## src/rtl/irqc_pkg.sv

```systemverilog
package irqc_pkg;

    localparam int DW       = 32;
    localparam int SER_W    = 17;
    localparam int EVT_W    = 9;
    localparam int OFF_W    = 8;

    // first stage offsets
    localparam logic [OFF_W-1:0] S1_CTRL_OFF = 8'h30;
    localparam logic [OFF_W-1:0] S1_MASK_OFF = 8'h34;
    localparam logic [OFF_W-1:0] S1_STAT_OFF = 8'h38;
    localparam logic [OFF_W-1:0] S1_EADR_OFF = 8'h40;

    // second stage offsets
    localparam logic [OFF_W-1:0] S2_RT0_OFF  = 8'h08;
    localparam logic [OFF_W-1:0] S2_RT1_OFF  = 8'h0C;
    localparam logic [OFF_W-1:0] S2_STAT_OFF = 8'h50;
    localparam logic [OFF_W-1:0] S2_MASK_OFF = 8'h54;
    localparam logic [OFF_W-1:0] S2_POL_OFF  = 8'h58;
    localparam logic [OFF_W-1:0] S2_IN_OFF   = 8'h5C;

    localparam logic [DW-1:0] CTRL_KEEP   = 32'hC300_0000;
    localparam int            CTRL_EN_BIT = 31;
    localparam int            LNKRST_BIT  = 10;
    localparam int            ERR_LO      = 2;
    localparam int            ERR_HI      = 7;
    localparam int            S2_SRC_BIT  = 11;
    localparam logic [DW-1:0] UNMAPPED    = '1;

    typedef struct packed {
        logic [DW-1:0] ctrl;
        logic [DW-1:0] mask;
        logic [DW-1:0] eaddr;
    } s1_regs_t;

    typedef struct packed {
        logic [DW-1:0] rt0;
        logic [DW-1:0] rt1;
        logic [DW-1:0] mask;
        logic [DW-1:0] pol;
        logic [DW-1:0] inp;
    } s2_regs_t;

endpackage

```

## src/rtl/irqc_sticky.sv

```systemverilog
module irqc_sticky #(
    parameter int W = 32
) (
    input  logic         clk,
    input  logic         rst_n,
    input  logic [W-1:0] set_i,
    input  logic [W-1:0] clr_i,
    output logic [W-1:0] q_o
);
    logic [W-1:0] lat_d, lat_q;

    // a set in the same cycle as a clear leaves the bit set
    always_comb begin
        lat_d = (lat_q & ~clr_i) | set_i;
    end

    always_ff @(posedge clk) begin
        if (!rst_n) lat_q <= '0;
        else        lat_q <= lat_d;
    end

    assign q_o = lat_q;
endmodule

```

## src/rtl/irqc_s1_stage.sv

```systemverilog
module irqc_s1_stage
    import irqc_pkg::*;
#(
    parameter int AW = OFF_W
) (
    input  logic             clk,
    input  logic             rst_n,
    input  logic [SER_W-1:0] ser_irq,
    input  logic [EVT_W-1:0] evt,
    input  logic [DW-1:0]    err_addr,
    input  logic             we,
    input  logic [AW-1:0]    addr,
    input  logic [DW-1:0]    wdata,
    output logic [DW-1:0]    rdata,
    output logic [DW-1:0]    stat_o,
    output logic [DW-1:0]    mask_o,
    output logic [DW-1:0]    ctrl_o,
    output logic             req_o
);
    s1_regs_t     r_d, r_q;
    logic [DW-1:0] set_v, clr_v, stat;

    always_comb begin
        set_v = '0;
        for (int n = 0; n < SER_W; n++) begin
            set_v[DW-1-n] = ser_irq[n];
        end
        set_v[ERR_HI:0]   = evt[ERR_HI:0];
        set_v[LNKRST_BIT] = evt[EVT_W-1];
    end

    always_comb begin
        clr_v = (we && addr == AW'(S1_STAT_OFF)) ? wdata : '0;
    end

    irqc_sticky #(.W(DW)) u_stat (
        .clk   (clk),
        .rst_n (rst_n),
        .set_i (set_v),
        .clr_i (clr_v),
        .q_o   (stat)
    );

    always_comb begin
        r_d = r_q;
        if (we) begin
            if (addr == AW'(S1_CTRL_OFF)) r_d.ctrl = wdata & CTRL_KEEP;
            if (addr == AW'(S1_MASK_OFF)) r_d.mask = wdata;
        end
        if (|evt[ERR_HI:ERR_LO]) r_d.eaddr = err_addr;
    end

    always_ff @(posedge clk) begin
        if (!rst_n) r_q <= '0;
        else        r_q <= r_d;
    end

    always_comb begin
        if      (addr == AW'(S1_CTRL_OFF)) rdata = r_q.ctrl;
        else if (addr == AW'(S1_MASK_OFF)) rdata = r_q.mask;
        else if (addr == AW'(S1_STAT_OFF)) rdata = stat;
        else if (addr == AW'(S1_EADR_OFF)) rdata = r_q.eaddr;
        else                               rdata = UNMAPPED;
    end

    assign req_o  = r_q.ctrl[CTRL_EN_BIT] & (|(stat & r_q.mask));
    assign stat_o = stat;
    assign mask_o = r_q.mask;
    assign ctrl_o = r_q.ctrl;
endmodule

```

## src/rtl/irqc_s2_stage.sv

```systemverilog
module irqc_s2_stage
    import irqc_pkg::*;
#(
    parameter int AW = OFF_W
) (
    input  logic          clk,
    input  logic          rst_n,
    input  logic          src_req,
    input  logic          we,
    input  logic [AW-1:0] addr,
    input  logic [DW-1:0] wdata,
    output logic [DW-1:0] rdata,
    output logic [DW-1:0] stat_o,
    output logic [DW-1:0] mask_o,
    output logic [DW-1:0] inp_o
);
    s2_regs_t      r_d, r_q;
    logic [DW-1:0] set_v, clr_v, stat;

    always_comb begin
        r_d = r_q;
        r_d.inp = '0;
        r_d.inp[S2_SRC_BIT] = src_req;
        if (we) begin
            if (addr == AW'(S2_RT0_OFF))  r_d.rt0  = wdata;
            if (addr == AW'(S2_RT1_OFF))  r_d.rt1  = wdata;
            if (addr == AW'(S2_MASK_OFF)) r_d.mask = wdata;
            if (addr == AW'(S2_POL_OFF))  r_d.pol  = wdata;
        end
    end

    always_ff @(posedge clk) begin
        if (!rst_n) r_q <= '0;
        else        r_q <= r_d;
    end

    always_comb begin
        set_v = r_q.inp & r_q.mask;
        clr_v = (we && addr == AW'(S2_STAT_OFF)) ? wdata : '0;
    end

    irqc_sticky #(.W(DW)) u_stat (
        .clk   (clk),
        .rst_n (rst_n),
        .set_i (set_v),
        .clr_i (clr_v),
        .q_o   (stat)
    );

    always_comb begin
        if      (addr == AW'(S2_RT0_OFF))  rdata = r_q.rt0;
        else if (addr == AW'(S2_RT1_OFF))  rdata = r_q.rt1;
        else if (addr == AW'(S2_STAT_OFF)) rdata = stat;
        else if (addr == AW'(S2_MASK_OFF)) rdata = r_q.mask;
        else if (addr == AW'(S2_POL_OFF))  rdata = r_q.pol;
        else if (addr == AW'(S2_IN_OFF))   rdata = r_q.inp;
        else                               rdata = UNMAPPED;
    end

    assign stat_o = stat;
    assign mask_o = r_q.mask;
    assign inp_o  = r_q.inp;
endmodule

```

## src/rtl/irq_cascade.sv

```systemverilog
module irq_cascade
    import irqc_pkg::*;
(
    input  logic             clk,
    input  logic             rst_n,
    input  logic [SER_W-1:0] ser_irq,
    input  logic [EVT_W-1:0] bus_evt,
    input  logic [DW-1:0]    bus_err_addr,
    input  logic             s1_we,
    input  logic [OFF_W-1:0] s1_addr,
    input  logic [DW-1:0]    s1_wdata,
    output logic [DW-1:0]    s1_rdata,
    input  logic             s2_we,
    input  logic [OFF_W-1:0] s2_addr,
    input  logic [DW-1:0]    s2_wdata,
    output logic [DW-1:0]    s2_rdata,
    output logic             irq_out
);
    logic          s1_req;
    logic [DW-1:0] s1_stat, s1_mask, s1_ctrl;
    logic [DW-1:0] s2_stat, s2_mask, s2_inp;

    irqc_s1_stage #(.AW(OFF_W)) u_s1 (
        .clk      (clk),
        .rst_n    (rst_n),
        .ser_irq  (ser_irq),
        .evt      (bus_evt),
        .err_addr (bus_err_addr),
        .we       (s1_we),
        .addr     (s1_addr),
        .wdata    (s1_wdata),
        .rdata    (s1_rdata),
        .stat_o   (s1_stat),
        .mask_o   (s1_mask),
        .ctrl_o   (s1_ctrl),
        .req_o    (s1_req)
    );

    irqc_s2_stage #(.AW(OFF_W)) u_s2 (
        .clk     (clk),
        .rst_n   (rst_n),
        .src_req (s1_req),
        .we      (s2_we),
        .addr    (s2_addr),
        .wdata   (s2_wdata),
        .rdata   (s2_rdata),
        .stat_o  (s2_stat),
        .mask_o  (s2_mask),
        .inp_o   (s2_inp)
    );

    assign irq_out = |s2_stat;
endmodule

```

## config.mk

```make
export PLATFORM = sky130hd
export DESIGN_NAME = irq_cascade
export DESIGN_NICKNAME = d
export VERILOG_FILES = /design/src/rtl/irqc_pkg.sv /design/src/rtl/irqc_sticky.sv /design/src/rtl/irqc_s1_stage.sv /design/src/rtl/irqc_s2_stage.sv /design/src/rtl/irq_cascade.sv
export SDC_FILE = /design/constraint.sdc
export NUM_CORES = 1
export LEC_CHECK = 0
export CORE_MARGIN = 5
export CORE_UTILIZATION = 30
export CTS_CLUSTER_SIZE = 12
export DETAILED_ROUTE_END_ITERATION = 10
export HOLD_SLACK_MARGIN = 0.08
export PLACE_DENSITY = 0.59
export REMOVE_ABC_BUFFERS = 1
export SLEW_MARGIN = 15
export SYNTH_ARGS = -nofsm -noshare
export SYNTH_HDL_FRONTEND = slang
export SYNTH_SLANG_ARGS = --single-unit
```

## constraint.sdc

```tcl
create_clock -name clk -period 2.5 [get_ports clk]
set_input_delay 0.5 -clock clk [delete_from_list [all_inputs] [get_ports clk]]
set_output_delay 0.5 -clock clk [all_outputs]
set_load 0.02 [all_outputs]
```

==> metrics.md, run 1 <==
| Metric | Value |
|---|---|
| Status | completed |
| Max-slew headroom at the worst pin | 0.675 |
| DP HPWL | approximately 26000 um |
| Mean Syn Cell Area | 7.92 um^2 |
| Worst path top cell family by delay | buffers and inverters |
| Pwr Density | a little under 600 mW/mm^2 |
| GR Util met2 | 0.314 |
| Num ports | approximately 210 |
| Area grow syn2layout | 40.5% |
| Slowest stage delay, CP | between 0.4 and 0.5 ns |
| CP Capture Type | output port |
| Initial DRC count | 601 |
| Vias/cell | ~5.0 |
| Share of cells above drive strength 1 | 0.178 |
| Met1 Use GR | 0.235 |
| Most frequent cells in the layout | nand2_1 (424), dfxtp_1 (261), a21boi_0 (133), clkdlybuf4s50_1 (124), a21oi_1 (91) |
| Synth cell types | 37 |
| Crit start category | primary input |
| Clk_lat worst skew | approximately 0.56 ns |
| Seq cells post-synth | about 260 |
| IO buf count | 206 |
| Max-cap violations | 0 |
| Switching power total | 0.00218 W |
| Clk slew on worst S/H paths | around 0.060 ns |
| DR vias | between 10000 and 15000 |
| N_diodes | 0 |
| Combinational group share of total power | 0.078 |
| Initial Util | 0.305 |
| CP most frequent cell | buf_4 |
| Die span in y | between 200 and 250 um |
| Leak pwr | ~6 nW |
| Slowest stage cell, crit path | mux4_2 |
| Post-synth EDFFs | 0 |
| Worst-case clock buffer depth | 3 |
| DRT Pass-1 Iters | 4 |
| Die X | ~210 um |
| Hold buffers post-CTS | 0 |
| CP arrival | ~2.0 ns |
| Vias in the first global route | 11300 |
| Most used routing layer | met2 |
| CP bufs+invs | 3 |
| DRC Markers | 0 |
| GPL Wtd Cong | ~0.83 |
| Switch share | 0.232 |
| Final antenna-violating net count | 0 |
| Top FF cell, synth | dfxtp_1 |
| CP Class | in2out |
| Max Slew Vio Count | 0 |
| Clock Tree Root | clkbuf_16 |
| GR Overflow Total | 0 |
| Pint | 0.00723 W |
| CTS HTree Levels | 1 |
| Clock tree sinks | 261 |
| Overall routed net length | roughly 40000 um |
| Wire per inst | between 15 and 20 um |
| Core Util, Final | 0.428 |
| Worst-path cell chain | clkdlybuf4s15_2, buf_4, mux4_2, nor2_1, o2bb2ai_1, buf_4 |
| Commonest non-fill, non-tap cell in the layout | nand2_1 |
| Maximum VDD drop | around 0.47 mV |
| First-pass GRT wire length | between 60000 and 70000 um |
| CTS Buf Count | 30 |
| Worst-Margin Slew | just under 0.5 ns |
| CP required | 2.00 ns |
| Nets | between 1500 and 2000 |
| Final std cells w/o fill | ~2200 |
| Total die area | approximately 0.042 mm^2 |
| Cell Area, Synth | 0.0115 mm^2 |
| Fmax | between 400 and 500 MHz |
| Sequential fraction of the synthesis area | 0.453 |
| Pwr Total | between 0.009 and 0.01 W |
| Worst-path fanout max | 5 |
| Fin crit share | 0.981 |
| Clock skew | about 0.0041 ns |
| FP Rows | 71 |
| Final setup viols | 0 |
| Largest net degree at the start of global routing | 105 |
| Sequential Power Share | 0.453 |
| Dpl cells | roughly 2100 |
| Minimum clock period | 2.45 ns |
| Post-synthesis cell count | 1457 |
| HP Class | in2reg |
| Async SR Flop Fraction | 0 |
| Core area | around 0.038 mm^2 |
| DP Area | around 0.015 mm^2 |
| Grt met3 use | 0.0483 |
| Endpoints failing hold | 0 |
| Clock power share | 0.469 |
| CTS tree | done |
| Finished Cell Area | roughly 0.016 mm^2 |
| Initial antenna violation count | 2 |
| GRT Util Overall | 0.185 |
| Synthesis warning total | 0 |
per-layer routing:
| layer | vias up | part of all wire |
|---|---|---|
| met5 | - | 0.00033 |
| li1 | 5506 | - |
| met4 | 2 | 0.021 |
| met3 | 54 | 0.079 |
| met1 | 5309 | 0.43 |
| met2 | 351 | 0.47 |
worst min-delay path, delay by kind of cell:
kind | cells | cell delay (ns)
buffers and inverters | 1 | 0.20
AOI/OAI and AO/OA | 2 | 0.17
stage by stage:
| stage | setup TNS [ns] | hold slack [ns] | worst slack [ns] |
|---|---|---|---|
| floorplan | -88.54 | 0.424 | -1.11 |
| global placement | -38.65 | 0.433 | -0.788 |
| detailed placement | -40.69 | 0.440 | -0.828 |
| CTS | -0.00180 | 0.338 | -0.00180 |
| global route | -0.0288 | 0.356 | -0.0118 |
| finish | 0 | 0.370 | 0.0467 |
cells by family after synthesis:
family	after synthesis	share of synthesized area
buffers and inverters	148	0.0520
muxes	39	0.0349
AOI/OAI and AO/OA	458	0.261
and+or+nand+nor	551	0.199
DFF	261	0.453
power by group through the flow:
stage                     clock network (W)  logic, W  registers, W
after global placement                    0  0.000712       0.00436
after floorplan                           0  0.000179       0.00434
after CTS                           0.00451  0.000727       0.00427
after detailed placement                  0  0.000716       0.00436
after global routing                0.00470  0.000792       0.00427
final                               0.00441  0.000734       0.00427
area by class of cell:
cell class	count	area, um^2
Multi-Input combinational cell	1048	6100
Tap cell	511	639
Inverter	28	105
Clock buffer	44	883
Timing Repair Buffer	323	3150
Sequential cell	261	5230
Fill cell	3776	21600
Clock inverter	9	106
registers in the layout, summed over array words and instances, names as in the netlist:
register         cells
u_s2.r_q            96
u_s1.ctrl_o          4
u_s1.r_q            32
u_s1.u_stat.q_o     32
u_s1.mask_o         32
u_s2.inp_o           1
u_s2.u_stat.q_o     32
u_s2.mask_o         32
what timing repair did:
item / in CTS / in global routing
resized for setup: 338 / 41
cloned: 6 / 0
pin swaps: 14 / 8
setup buffers: 15 / 1
endpoints found under the setup margin: 65 / 51
cells in the mapped netlist, types with 3 or more instances:
cell type | instances | area share
mux2i_1 | 38 | 0.033
nor4_1 | 10 | 0.0054
o21ai_0 | 61 | 0.026
a21boi_1 | 28 | 0.018
inv_1 | 28 | 0.0091
nor2b_1 | 4 | 0.0022
buf_1 | 7 | 0.0023
nor2_1 | 48 | 0.016
dfxtp_1 | 261 | 0.45
a31oi_1 | 26 | 0.014
and4_1 | 3 | 0.0023
a22oi_1 | 16 | 0.010
o22ai_1 | 30 | 0.016
buf_2 | 36 | 0.016
a211oi_1 | 32 | 0.021
nand4_1 | 11 | 0.0060
o2bb2ai_1 | 33 | 0.025
a21boi_0 | 133 | 0.087
a21oi_1 | 97 | 0.042
nand3_1 | 33 | 0.014
nand2_1 | 425 | 0.14
and2_1 | 4 | 0.0022
clkbuf_1 | 77 | 0.025
final timing paths:
check | from | cells after the start | end | slack (ns)
setup / recovery | s2_addr[3] | 6 | s2_rdata[11] | 0.05
hold / removal | rst_n | 3 | u_s1.u_stat.q_o[17] | 0.37
setup reg to reg | u_s1.u_stat.q_o[29] | 4 | u_s2.inp_o[11] | 1.01
hold reg to reg | u_s2.u_stat.q_o[30] | 2 | u_s2.u_stat.q_o[30] | 0.45
(Power assumes the default switching activity.)
==> inputs of run 2 (changes only) <==
--- a/config.mk
+++ b/config.mk
@@ -7,11 +7,9 @@
 export LEC_CHECK = 0
 export CORE_MARGIN = 5
 export CORE_UTILIZATION = 30
-export CTS_CLUSTER_SIZE = 12
 export DETAILED_ROUTE_END_ITERATION = 10
 export HOLD_SLACK_MARGIN = 0.08
 export PLACE_DENSITY = 0.59
-export REMOVE_ABC_BUFFERS = 1
 export SLEW_MARGIN = 15
 export SYNTH_ARGS = -nofsm -noshare
 export SYNTH_HDL_FRONTEND = slang
==> run 2 against run 1 <==
Worst setup slack worse by 0.00068 ns. First-iteration DRC count is 5.0% higher. Flip-flop and latch count stayed put. Clock skew grew 0.0042 ns. Critical path depth rose by 2. Via count down 1.1%. Clock power decreased by 7.3%. Non-clock buffer count is 25 lower. Sequential power about the same. Die area is the same. Critical path type unchanged. Critical endpoint is now s1_rdata[3].
==> metrics.md, run 2 (synthesis results as in run 1) <==
| Metric | Value |
|---|---|
| Largest net degree at the start of global routing | 65 |
| Max-cap violations | 0 |
| Overall routed net length | 39300 um |
| Dpl cells | around 2100 |
| Clock skew | roughly 0.0084 ns |
| Area grow syn2layout | 39.2% |
| RR Startpoint | u_s1.u_stat.q_o[20] |
| Initial Util | 0.305 |
| GR Overflow Total | 0 |
| Setup TNS | 0 ns |
| Final antenna-violating net count | 0 |
| Status | completed |
| Reg2reg path depth | 4 |
| Fmax | approximately 410 MHz |
| Crit start category | primary input |
| CP bufs+invs | 4 |
| CP Class | in2out |
| Worst-path fanout max | 16 |
| Die span in y | slightly above 200 um |
| HP Class | in2reg |
| Worst-case clock buffer depth | 3 |
| CP arrival | just under 2 ns |
| Endpoints failing hold | 0 |
| GRT Util Overall | 0.180 |
| DRC Markers | 0 |
| Clk_lat worst skew | 0.55 ns |
| CTS HTree Levels | 1 |
| Worst R2R Setup Slack | about 1.1 ns |
| Pwr Density | 566 mW/mm^2 |
| Maximum VDD drop | 0.440 mV |
| Minimum clock period | approximately 2.5 ns |
| Fillers | around 3800 |
| Total die area | roughly 0.042 mm^2 |
| Final std cells w/o fill | 2198 |
| Wire per inst | approximately 18 um |
| RSZ-0062 raised after global routing | yes |
| DR vias | between 10000 and 15000 |
| FP Rows | 71 |
| Initial DRC count | 631 |
| Worst path depth | 8 |
| Share of cells above drive strength 1 | 0.164 |
| Commonest non-fill, non-tap cell in the layout | nand2_1 |
| Final setup viols | 0 |
| Worst-path cell chain | dlygate4sd2_1, nor3_4, nand4_1, buf_6, bufbuf_16, o22ai_1, a21oi_1, buf_4 |
| Vias/cell | around 5.0 |
| Num ports | 207 |
| Hold buffers post-CTS | 0 |
| Slowest stage delay, CP | around 0.30 ns |
| Initial antenna violation count | 2 |
| Die X | between 200 and 250 um |
| Clock tree sinks | approximately 260 |
| Leak pwr | ~5.9 nW |
| Critical R2R Capture | u_s2.inp_o[11] |
| CTS Buf Count | 30 |
| DP HPWL | 26400 um |
| Vias in the first global route | between 10000 and 15000 |
| IO buf count | 206 |
| Clock Tree Root | clkbuf_16 |
| Worst-Margin Slew | a little over 0.6 ns |
| Max Slew Vio Count | 0 |
| CP required | about 2.0 ns |
| Syn Nets | between 1500 and 2000 |
| Worst Setup SP | s1_addr[0] |
| CP Capture Type | output port |
| Max-slew headroom at the worst pin | 0.592 |
| Worst setup endpoint | s1_rdata[3] |
| Clk slew on worst S/H paths | 0.06 ns |
| Slowest stage cell, crit path | bufbuf_16 |
| Largest register FFs | 96 |
| Reg with most FFs | u_s2.r_q |
| Most frequent cells in the layout | nand2_1 (424), dfxtp_1 (261), a21boi_0 (133), clkdlybuf4s50_1 (124), a21oi_1 (91) |
| Finished Cell Area | ~0.016 mm^2 |
| GPL Wtd Cong | between 0.8 and 0.9 |
| Fin crit share | 0.982 |
| Nets | approximately 1800 |
| DRT Pass-1 Iters | 5 |
| DP Area | 0.0145 mm^2 |
| Core area | 0.0378 mm^2 |
| Worst path top cell family by delay | buffers and inverters |
| CTS tree | done |
| First-pass GRT wire length | approximately 62000 um |
run 2: worst min-delay path by stage:
stage / start / end / slack [ns] / cells past startpoint
2_1_floorplan: u_s2.u_stat.q_o[10] / u_s2.u_stat.q_o[10] / 0.42 / 2
3_3_place_gp: u_s2.u_stat.q_o[16] / u_s2.u_stat.q_o[16] / 0.43 / 2
3_5_place_dp: u_s2.u_stat.q_o[3] / u_s2.u_stat.q_o[3] / 0.44 / 2
4_1_cts: rst_n / u_s1.u_stat.q_o[8] / 0.31 / 3
5_1_grt: rst_n / u_s1.u_stat.q_o[31] / 0.33 / 3
6_report: rst_n / u_s1.u_stat.q_o[8] / 0.33 / 3
run 2: area by class of cell:
type	count	area, um^2	share of cell area
multi-input cells	1048	6180	0.385
flip-flops and latches	261	5230	0.325
repair buffers	298	3020	0.188
clock buffers	47	876	0.0545
well taps	511	639	0.0398
inverters	28	105	0.00654
clock inverters	4	23.8	0.00148
diodes	1	2.50	0.000156
run 2: metal layers:
metal / part of all wire / routed length, um / track usage / up-vias
li1: - / - / - / 5445
met1: 0.45 / 17700 / 0.240 / 5266
met2: 0.46 / 18100 / 0.298 / 315
met3: 0.059 / 2340 / 0.0322 / 69
met4: 0.029 / 1120 / 0.0577 / 2
met5: 0.00031 / 12 / 0 / -
run 2: report_power, final:
| group | internal [W] | switching [W] |
|---|---|---|
| clock network | 0.00238 | 0.00171 |
| registers | 0.00422 | 0.0000532 |
| logic | 0.000376 | 0.000356 |
| total | 0.00698 | 0.00212 |
run 2: metrics by stage:
stage	utilization	hold WS (ns)	worst slack, ns	total power [W]
global placement	0.384	0.433	-0.644	0.00507
detailed placement	0.384	0.436	-0.638	0.00507
finish	0.425	0.331	0.0460	0.00910
global route	0.425	0.333	-0.0396	0.00943
CTS	0.417	0.306	0.000678	0.00917
floorplan	-	0.424	0.174	0.00461
run 2: worst reg2reg max path, cell delays in order, from the launching register on:
cell and delay, ns:
dfxtp_1 0.34, a22oi_1 0.24, nand4_1 0.21, nor4_1 0.32
nor2_1 0.14
run 2: what timing repair did:
action                     CTS  global route
gates cloned                 8             0
resized for setup          376            62
pin swaps                   15             5
buffers inserted            10             0
setup endpoints to repair   65            47
==> inputs of run 3 (changes only) <==
--- a/config.mk
+++ b/config.mk
@@ -7,6 +7,7 @@
 export LEC_CHECK = 0
 export CORE_MARGIN = 5
 export CORE_UTILIZATION = 30
+export CTS_CLUSTER_DIAMETER = 40
 export DETAILED_ROUTE_END_ITERATION = 10
 export HOLD_SLACK_MARGIN = 0.08
 export PLACE_DENSITY = 0.59
==> run 3 against run 2 <==
Flip-flop and latch count unchanged. Via count increased by 0.75%. Power increased by 25%. Routed wire length increased by 0.93%. Sequential share of layout area decreased by 1.0 points. Die area unchanged. Clock-buffer cell count increased by 6. Worst setup slack got worse by 0.029 ns.
==> metrics.md, run 3 (synthesis results as in run 1) <==
| Metric | Value |
|---|---|
| DRC Markers | 0 |
| Hold buffers post-CTS | 0 |
| First-pass GRT wire length | about 62000 um |
| Area grow syn2layout | 43.8% |
| Maximum VDD drop | about 0.48 mV |
| CTS tree | done |
| Wire per inst | approximately 18 um |
| GPL Wtd Cong | approximately 0.84 |
| Nets | about 1800 |
| GR Overflow Total | 0 |
| Initial antenna violation count | 2 |
| Worst-path cell chain | dlygate4sd2_1, and4bb_2, nand2_4, buf_12, a211oi_1, o2bb2ai_1, clkbuf_2 |
| Die X | a little over 200 um |
| GRT Util Overall | 0.182 |
| Initial Util | 0.305 |
| Reg2reg path depth | 4 |
| Core area | 0.0378 mm^2 |
| Status | completed |
| Total die area | about 0.042 mm^2 |
| Syn Nets | 1599 |
| CP Capture Type | output port |
| Largest net degree at the start of global routing | 65 |
| RR Startpoint | u_s1.u_stat.q_o[19] |
| Worst setup endpoint | s2_rdata[30] |
| Worst Setup SP | s2_addr[5] |
| Vias in the first global route | ~11000 |
| Clk_lat worst skew | roughly 0.55 ns |
| CTS Buf Count | 44 |
| Slowest stage cell, crit path | and4bb_2 |
| CP required | around 2.0 ns |
| DP Area | about 0.015 mm^2 |
| Hold path depth | 3 |
| CP arrival | between 1.5 and 2 ns |
| Initial DRC count | between 600 and 700 |
| CTS HTree Levels | 2 |
| CP Class | in2out |
| RSZ-0062 raised after global routing | yes |
| Minimum clock period | ~2.5 ns |
| Share of cells above drive strength 1 | 0.181 |
| Overall routed net length | between 30000 and 40000 um |
| Clock Tree Root | clkbuf_16 |
| Fin crit share | 0.993 |
| Vias/cell | between 5 and 6 |
| DRT Pass-1 Iters | 5 |
| Most frequent cells in the layout | nand2_1 (424), dfxtp_1 (261), a21boi_0 (133), clkdlybuf4s50_1 (124), a21oi_1 (89) |
| HP Class | in2reg |
| Fmax | a little over 400 MHz |
| Critical R2R Capture | u_s2.inp_o[11] |
| Slowest stage delay, CP | about 0.36 ns |
| DR vias | 11200 |
| Max-slew headroom at the worst pin | 0.584 |
| Max-cap violations | 0 |
| Largest register FFs | 96 |
| Clock tree sinks | ~260 |
| FP Rows | between 70 and 80 |
| Pwr Density | about 700 mW/mm^2 |
| Crit start category | primary input |
| Leak pwr | between 6 and 7 nW |
| Setup TNS | 0 ns |
| Endpoints failing hold | 0 |
| Reg with most FFs | u_s2.r_q |
| Final setup viols | 0 |
| CP bufs+invs | 3 |
| IO buf count | about 210 |
| Worst path depth | 7 |
| Clk slew on worst S/H paths | 0.06 ns |
| DP HPWL | 26400 um |
| Num ports | approximately 210 |
| Worst-path fanout max | 17 |
| Worst-case clock buffer depth | 3 |
| Commonest non-fill, non-tap cell in the layout | nand2_1 |
| Finished Cell Area | ~0.017 mm^2 |
| Worst path top cell family by delay | buffers and inverters |
| Max Slew Vio Count | 0 |
| Clock skew | roughly 0.024 ns |
| Final antenna-violating net count | 0 |
| Worst-Margin Slew | a little over 0.6 ns |
| Die span in y | 206 um |
| Worst R2R Setup Slack | roughly 1.1 ns |
[run 3: changes by cell type in the layout (fill, tap and decap cells not counted), moves of 4 or more]
cell / change
inv_6: +6
clkbuf_2: +4
clkbuf_1: -10
o22ai_1: +4
buf_2: +7
o2bb2ai_1: +8
o2bb2ai_2: -10
bufinv_16: +5
clkinv_4: +5
clkbuf_16: +18
buf_16: -5
[run 3: repair_timing]
action / in CTS / in global routing
setup endpoints to repair: 65 / 53
gates cloned: 6 / 2
gates resized for setup: 357 / 69
hold endpoints to repair: 0 / 0
pin swaps: 12 / 7
buffers inserted: 7 / 6
[run 3: worst min-delay path by stage]
| stage | start | to | slack [ns] |
|---|---|---|---|
| after CTS | rst_n | u_s1.u_stat.q_o[8] | 0.31 |
| after global placement | u_s2.u_stat.q_o[16] | u_s2.u_stat.q_o[16] | 0.43 |
| after global routing | rst_n | u_s1.r_q[8] | 0.34 |
| final | rst_n | u_s1.u_stat.q_o[7] | 0.35 |
| after detailed placement | u_s2.u_stat.q_o[3] | u_s2.u_stat.q_o[3] | 0.44 |
| after floorplan | u_s2.u_stat.q_o[10] | u_s2.u_stat.q_o[10] | 0.42 |
[run 3: final cells by class]
class / count / area [um^2]
antenna: 2 / 5.00
clock buffer: 53 / 1230
clock inverter: 29 / 350
fill: 3734 / 21300
inverter: 28 / 105
multi-input combinational: 1048 / 6120
sequential: 261 / 5230
tap: 511 / 639
timing repair buffer: 300 / 2920
[run 3: layer usage]
metal	track usage	wire length, um	vias to the layer above
met5	0	15	-
met4	0.0528	920	2
met3	0.0427	2360	61
met2	0.299	18500	319
met1	0.239	17900	5288
li1	-	-	5510
[run 3: tightest hold or removal path, cell delays in order]
cell     delay [ns]
buf_6          0.18
o21ai_0        0.11
a31oi_1        0.05
[run 3: power by group]
group | leakage (nW) | internal [W] | switching (W)
Sequential | 2.12 | 0.00423 | 0.0000500
Clock | 0.777 | 0.00409 | 0.00225
Combinational | 3.29 | 0.000373 | 0.000356
[run 3: metrics by stage]
| step | std cells | util | total power (W) | hold slack, ns | setup WS, ns |
|---|---|---|---|---|---|
| floorplan | 1457 | - | 0.00461 | 0.424 | 0.174 |
| global placement | 2128 | 0.384 | 0.00507 | 0.433 | -0.644 |
| detailed placement | 2128 | 0.384 | 0.00507 | 0.436 | -0.638 |
| CTS | 2223 | 0.432 | 0.0115 | 0.311 | -0.148 |
| global route | 2230 | 0.438 | 0.0118 | 0.337 | -0.0426 |
| finish | 2232 | 0.438 | 0.0113 | 0.353 | 0.0170 |
